==> config.mk <==
export PLATFORM = sky130hd
export DESIGN_NAME = nbr_link
export DESIGN_NICKNAME = d
export VERILOG_FILES = /design/src/rtl/nbr_link_pkg.sv /design/src/rtl/nbr_link_join.sv /design/src/rtl/nbr_link_unpack.sv /design/src/rtl/nbr_link_sink.sv /design/src/rtl/nbr_link.sv
export SDC_FILE = /design/constraint.sdc
export NUM_CORES = 1
export LEC_CHECK = 0
export ABC_AREA = 1
export BUFFER_PORTS_ARGS = -buffer_cell sky130_fd_sc_hd__buf_4
export CORE_MARGIN = 1
export CORE_UTILIZATION = 50
export CTS_CLUSTER_SIZE = 8
export DETAILED_ROUTE_END_ITERATION = 10
export GPL_ROUTABILITY_DRIVEN = 0
export PLACE_DENSITY_LB_ADDON = 0.2
export SETUP_SLACK_MARGIN = 0.4
export SLEW_MARGIN = 20
export SYNTH_ARGS = -nofsm -noshare
export SYNTH_HDL_FRONTEND = slang
export SYNTH_HIERARCHICAL = 1
export SYNTH_SLANG_ARGS = --single-unit
export TNS_END_PERCENT = 10
==> constraint.sdc <==
create_clock -name clk -period 2.25 [get_ports clk]
set_input_delay 0.1125 -clock clk [delete_from_list [all_inputs] [get_ports clk]]
set_output_delay 0.1125 -clock clk [all_outputs]
set_load 0.05 [all_outputs]
==> src/rtl/nbr_link_pkg.sv <==
// Shared widths and types for the neighbour link.
// Assumes one incoming and one outgoing link per port instance.
package nbr_link_pkg;
    localparam int NL_WORD_W = 18;
    localparam int NL_SLOT_W = 5;
    localparam int NL_SLOTS  = 4;

    // Which kind of local receive completed in the current cycle.
    typedef struct packed {
        logic rd;
        logic fetch;
    } take_t;
endpackage

==> src/rtl/nbr_link_join.sv <==
// Rendezvous steering for both link directions.
// Purely combinational: a transfer fires in the cycle where offer and
// request meet. Pass-through mode ties the two links together and holds
// every core request stalled. Fetch wins over read when both are asked.
module nbr_link_join
    import nbr_link_pkg::*;
#(
    parameter int WORD_W = NL_WORD_W
) (
    input  logic              fwd_en,
    input  logic              rx_valid,
    input  logic [WORD_W-1:0] rx_data,
    input  logic              tx_ready,
    input  logic              core_rd_req,
    input  logic              core_fetch_req,
    input  logic              core_wr_req,
    input  logic [WORD_W-1:0] core_wr_data,
    output logic              rx_ready,
    output logic              tx_valid,
    output logic [WORD_W-1:0] tx_data,
    output logic              rd_stall,
    output logic              wr_stall,
    output take_t             take
);
    logic want_rx;
    logic local_fire;

    // Receive side: who takes the incoming word and whether it completes.
    always_comb begin
        want_rx    = core_rd_req | core_fetch_req;
        rx_ready   = fwd_en ? tx_ready : want_rx;
        local_fire = !fwd_en && want_rx && rx_valid;
        take.fetch = local_fire && core_fetch_req;
        take.rd    = local_fire && !core_fetch_req;
        rd_stall   = want_rx && !local_fire;
    end

    // Send side: core word or forwarded word goes out.
    always_comb begin
        tx_valid = fwd_en ? rx_valid : core_wr_req;
        tx_data  = fwd_en ? rx_data  : core_wr_data;
        wr_stall = core_wr_req && (fwd_en || !tx_ready);
    end
endmodule

==> src/rtl/nbr_link_unpack.sv <==
// Splits one word into instruction slots, most significant slot first.
// A final slot narrower than SLOT_W is zero-extended at its top.
// Assumes WORD_W > (SLOTS-1)*SLOT_W so every slot has at least one bit.
module nbr_link_unpack #(
    parameter int WORD_W = 18,
    parameter int SLOT_W = 5,
    parameter int SLOTS  = 4,
    localparam int GRP_W = SLOT_W * SLOTS
) (
    input  logic [WORD_W-1:0] word,
    output logic [GRP_W-1:0]  slots
);
    for (genvar i = 0; i < SLOTS; i++) begin : g_slot
        localparam int HI = WORD_W - 1 - i * SLOT_W;
        localparam int LO = WORD_W - (i + 1) * SLOT_W;
        localparam int OB = (SLOTS - 1 - i) * SLOT_W;
        if (LO >= 0) begin : g_full
            // Full-width slot taken straight from the word.
            assign slots[OB +: SLOT_W] = word[HI:LO];
        end else begin : g_short
            // Short tail slot padded with zeros on the left.
            assign slots[OB +: SLOT_W] = SLOT_W'(word[HI:0]);
        end
    end
endmodule

==> src/rtl/nbr_link_sink.sv <==
// Local capture registers for completed receives.
// A data read loads the result word. A fetch loads the unpacked slots.
// Each raises a one-cycle strobe. Synchronous active-low reset.
module nbr_link_sink
    import nbr_link_pkg::*;
#(
    parameter int WORD_W = NL_WORD_W,
    parameter int SLOT_W = NL_SLOT_W,
    parameter int SLOTS  = NL_SLOTS,
    localparam int GRP_W = SLOT_W * SLOTS
) (
    input  logic              clk,
    input  logic              rst_n,
    input  take_t             take,
    input  logic [WORD_W-1:0] rx_data,
    output logic [WORD_W-1:0] rd_word,
    output logic              rd_word_vld,
    output logic [GRP_W-1:0]  ins_slots,
    output logic              ins_vld
);
    logic [GRP_W-1:0] split;

    nbr_link_unpack #(
        .WORD_W(WORD_W),
        .SLOT_W(SLOT_W),
        .SLOTS (SLOTS)
    ) u_unpack (
        .word (rx_data),
        .slots(split)
    );

    // Data read result and its strobe.
    always_ff @(posedge clk) begin
        if (!rst_n) begin
            rd_word     <= '0;
            rd_word_vld <= 1'b0;
        end else begin
            rd_word_vld <= take.rd;
            if (take.rd) rd_word <= rx_data;
        end
    end

    // Instruction group from a fetch and its strobe.
    always_ff @(posedge clk) begin
        if (!rst_n) begin
            ins_slots <= '0;
            ins_vld   <= 1'b0;
        end else begin
            ins_vld <= take.fetch;
            if (take.fetch) ins_slots <= split;
        end
    end
endmodule

==> src/rtl/nbr_link.sv <==
// Blocking neighbour port: zero-storage rendezvous on an incoming and an
// outgoing link. Incoming words are read as data, fetched as instruction
// groups, or forwarded out unchanged. Stalls are combinational and drop in
// the cycle the transfer completes.
module nbr_link
    import nbr_link_pkg::*;
#(
    parameter int WORD_W = NL_WORD_W,
    parameter int SLOT_W = NL_SLOT_W,
    parameter int SLOTS  = NL_SLOTS,
    localparam int GRP_W = SLOT_W * SLOTS
) (
    input  logic              clk,
    input  logic              rst_n,
    input  logic              fwd_en,
    input  logic              rx_valid,
    input  logic [WORD_W-1:0] rx_data,
    output logic              rx_ready,
    output logic              tx_valid,
    output logic [WORD_W-1:0] tx_data,
    input  logic              tx_ready,
    input  logic              core_rd_req,
    input  logic              core_fetch_req,
    input  logic              core_wr_req,
    input  logic [WORD_W-1:0] core_wr_data,
    output logic              rd_stall,
    output logic              wr_stall,
    output logic [WORD_W-1:0] rd_word,
    output logic              rd_word_vld,
    output logic [GRP_W-1:0]  ins_slots,
    output logic              ins_vld
);
    take_t take;

    nbr_link_join #(.WORD_W(WORD_W)) u_join (
        .fwd_en        (fwd_en),
        .rx_valid      (rx_valid),
        .rx_data       (rx_data),
        .tx_ready      (tx_ready),
        .core_rd_req   (core_rd_req),
        .core_fetch_req(core_fetch_req),
        .core_wr_req   (core_wr_req),
        .core_wr_data  (core_wr_data),
        .rx_ready      (rx_ready),
        .tx_valid      (tx_valid),
        .tx_data       (tx_data),
        .rd_stall      (rd_stall),
        .wr_stall      (wr_stall),
        .take          (take)
    );

    nbr_link_sink #(
        .WORD_W(WORD_W),
        .SLOT_W(SLOT_W),
        .SLOTS (SLOTS)
    ) u_sink (
        .clk        (clk),
        .rst_n      (rst_n),
        .take       (take),
        .rx_data    (rx_data),
        .rd_word    (rd_word),
        .rd_word_vld(rd_word_vld),
        .ins_slots  (ins_slots),
        .ins_vld    (ins_vld)
    );
endmodule

=== Yosys cells after proc, flatten, opt, wreduce, memory -nomap -nowiden ===
Cells that the tools add are included.

* Output and inout port bits: 62
* Logic and storage cells: 19
* Flip-flop bits (word level): 38

* Reductions and logical operators: 11
* Bitwise operators: 1
* Mux-type cells: 3

{| class="wikitable"
|+ Operators with widths
! kind !! number
|-
| $mux 18 || 1
|-
| $logic_and 1x1->1 || 6
|-
| $logic_not 1->1 || 4
|-
| $mux 1 || 2
|-
| $logic_or 1x1->1 || 1
|-
| $or 1x1->1 || 1
|}

=== Logic depth before layout (Yosys ltp) ===
* Word-level depth: 5
* Depth in mapped cells: 9

=== Cells and area by module ===
The synthesis kept the hierarchy.

{| class="wikitable"
|+ Modules (own cells, without submodules)
! module !! times used !! cells an instance !! sequential area each (µm²) !! area each (µm²)
|-
| nbr_link_sink || 1 || 247 || 800.8 || 1690.4
|-
| nbr_link_join || 1 || 74 || 0.0 || 314.1
|-
| nbr_link_unpack || 1 || 21 || 0.0 || 153.9
|}

=== Worst setup path before layout ===
No wires, ideal clock.

* Path type: input-to-output
* From: input port core_wr_req
* To: output port tx_valid
* Path buffers: 0
* Required time: 2138 ps
* Stages on the path: 2
* Setup slack: 899 ps
* Arrival: 1239 ps
* Cell sequence: inv_1 > o21ai_0

* Cells in the longest elaborated chain, start to end: 1

{| class="wikitable"
|+ RTL lines
! what !! line !! source
|-
| from (decl) || nbr_link.sv:24 || <nowiki>input logic core_wr_req,</nowiki>
|-
| $mux 1 || nbr_link_join.sv:40 || <nowiki>tx_valid = fwd_en ? rx_valid : core_wr_req;</nowiki>
|-
| to (decl) || nbr_link.sv:19 || <nowiki>output logic tx_valid,</nowiki>
|}

Every way passes these cells.

==> impl_results.md <==
- Initial antenna violation count: 0
- Critical-path maximum fanout: 41
- Syn avg cell area: 6.31 um2
- Worst clock skew: 0 ns
- Count of port buffers added during placement: 105
- Total Die Area: 4580 um2
- Wire length of the first global-routing pass: 7.78 mm
- Cts repair resizes: 0
- Setup-failing EPs final: 0
- Multi-input gate area: 861 um2
- Sequential fraction of the synthesis area: 37.1%
- Number of CTS-inserted buffers: 5
- Via density: 4.33
- Arrival @ worst endpoint: 1.44 ns
- DRC errors left: 0
- Number of placed I/O pins: 106
- RSZ-0062 raised after global routing: no
- Clk pwr share: 31.0%
- Maximum clock path buffer count: 2
- Final hold vios: 0
- Power Density: 656 nW/um2
- Fill cell count: 382
- Avg WL per Cell: 10.5 um
- Lkg Pwr: 1.61 nW
- H-tree depth: 2
- Status: completed
- Synth Instances: 342
- Initial Utilization: 52.8%
- Vias in the first global route: 1793
- Wl on met1: 2.22 mm
- Worst EP required: 2.44 ns
- Final Util: 68.6%
- WL met2: 2.26 mm
- Sequential cell area: 801 um2
- Internal Power: 0.00124 W
- Total core area: 4090 um2
- Number of buffers added for setup after CTS: 0
- First-pass DRT Iterations: 4
- Fin Setup TNS: 0 ns
- Post-route ant nets: 0
- Top Metal Used: met4
- Sw Share: 32.8%
- Sequential share of power: 40.8%
- DPL Wire Length: 3.66 mm
- Combinational Power Share: 28.2%
- DRT iter0 DRCs: 117
- Max Freq: 804 MHz
- Tmin final: 1.24 ns
- Worst hold path type: in2reg
- Die H: 67.7 um
- Area delta synth->final: 29.9%
- Row count: 23
- Antenna diodes: 0
- Met3 WL: 339 um
- CTS tree: done
- Net Sw Power: 0.000604 W
- Clock transition at the registers of the reported paths: 0.08 ns
- Crit share post-route: 55.3%
- Largest net degree at the start of global routing: 42
- Final wirelength: 4.93 mm
- Yosys warns: 6
- Share of layout cells above drive strength 1: 29.2%
- # hold bufs at CTS: 0
- Count of final max-slew check failures: 0
- Clk sink count: 40
- Synth Register Bits: 40
- CP startpoint kind: primary input
- Total GRT Usage: 22.8%
- Worst-Skew Late Latency: 0.29 ns
- Netlist cell types: 15
- WS Path Type: in2reg
- Clock root cell: clkbuf_8
- Power Total: 0.00184 W
- Chip Width: 67.7 um
- Peak supply drop: 0.502 mV
- Synth Cell Area: 2160 um2
- Vias: 2038
- Grt total ovfl: 0
- Critical path capture point type: flop
- Max Cap Viol: 0
- Nets@finish: 464
[flip-flops by register name, indices dropped and copies added (netlist names)]
register	flops
u_sink/ins_slots	20
u_sink/ins_vld	1
u_sink/rd_word	18
u_sink/rd_word_vld	1
[power groups by stage]
stage	Sequential, W	Combinational [W]	Clock [W]
2_1_floorplan	0.000865	0.000281	0
3_3_place_gp	0.000766	0.000515	0
3_5_place_dp	0.000767	0.000519	0
4_1_cts	0.000751	0.000520	0.000582
5_1_grt	0.000754	0.000555	0.000614
6_report	0.000750	0.000519	0.000571
[per-stage QoR]
step | setup WS (ns) | cell area, um2 | hold slack [ns] | instances
final | 1.01 | 2800 | 0.123 | 471
after global routing | 0.870 | 2800 | 0.144 | 471
after CTS | 1.00 | 2800 | 0.122 | 471
after floorplan | 0.899 | 2160 | 0.301 | 343
after detailed placement | 0.694 | 2700 | 0.425 | 463
after global placement | 0.759 | 2700 | 0.423 | 463
[layout make-up]
class,instances,area share [%]
multi-input cells,221,30.7
repair buffers,107,28.6
flip-flops and latches,40,28.6
inverters,45,6.02
clock buffers,6,2.59
well taps,50,2.23
clock inverters,2,1.25
[logic make-up after synthesis]
logic type | Yosys count | share of synthesized area [%]
AOI/OAI and AO/OA | 3 | 0.985
and+or+nand+nor | 216 | 38.4
DFF | 40 | 37.1
buffers and inverters | 82 | 23.3
other | 1 | 0.174
[synthesized netlist by cell type]
library cell    n  area (um2)
nand2_1       136         510
nor2_1         72         270
inv_1          44         165
dfxtp_1        40         801
buf_4          22         165
buf_6          15         169
nor2_2          5        31.3
a21oi_2         1        8.76
a22oi_1         1        7.51
conb_1          1        3.75
inv_2           1        3.75
nand2_2         1        6.26
nand3_1         1        5.00
nand4_1         1        6.26
o21ai_0         1        5.00
[path summary, 6_finish.rpt]
check | slack [ns] | cells past startpoint | from | to
setup reg to reg | 1.64 | 2 | u_sink/rd_word[15] | u_sink/rd_word[15]
hold / removal | 0.12 | 5 | rx_data[13] | u_sink/ins_slots[15]
hold reg to reg | 0.47 | 2 | u_sink/ins_slots[7] | u_sink/ins_slots[7]
setup / recovery | 1.01 | 8 | fwd_en | u_sink/ins_slots[10]
[metal layers]
metal	global-route usage (%)	vias to the layer above
li1	-	1107
met3	6.76	11
met4	11.2	0
met1	27.7	859
met2	36.4	61
met5	0	-
[layout by cell type (no fill, tap or decap), drive strengths merged]
cell / instances
inv: 45
bufinv: 1
dfxtp: 40
clkbuf: 6
clkinv: 1
nand3: 1
nor2: 77
a21oi: 1
nand4: 1
nand2: 137
conb: 2
a22oi: 1
buf: 107
o21ai: 1
[critical path: stages]
cell and delay, ns:
buf_4 0.18, inv_2 0.31, nand3_1 0.15, nor2_2 0.10, buf_4 0.35, nand2_1 0.11
nand2_1 0.09, nor2_2 0.03
(Power assumes the default switching activity.)
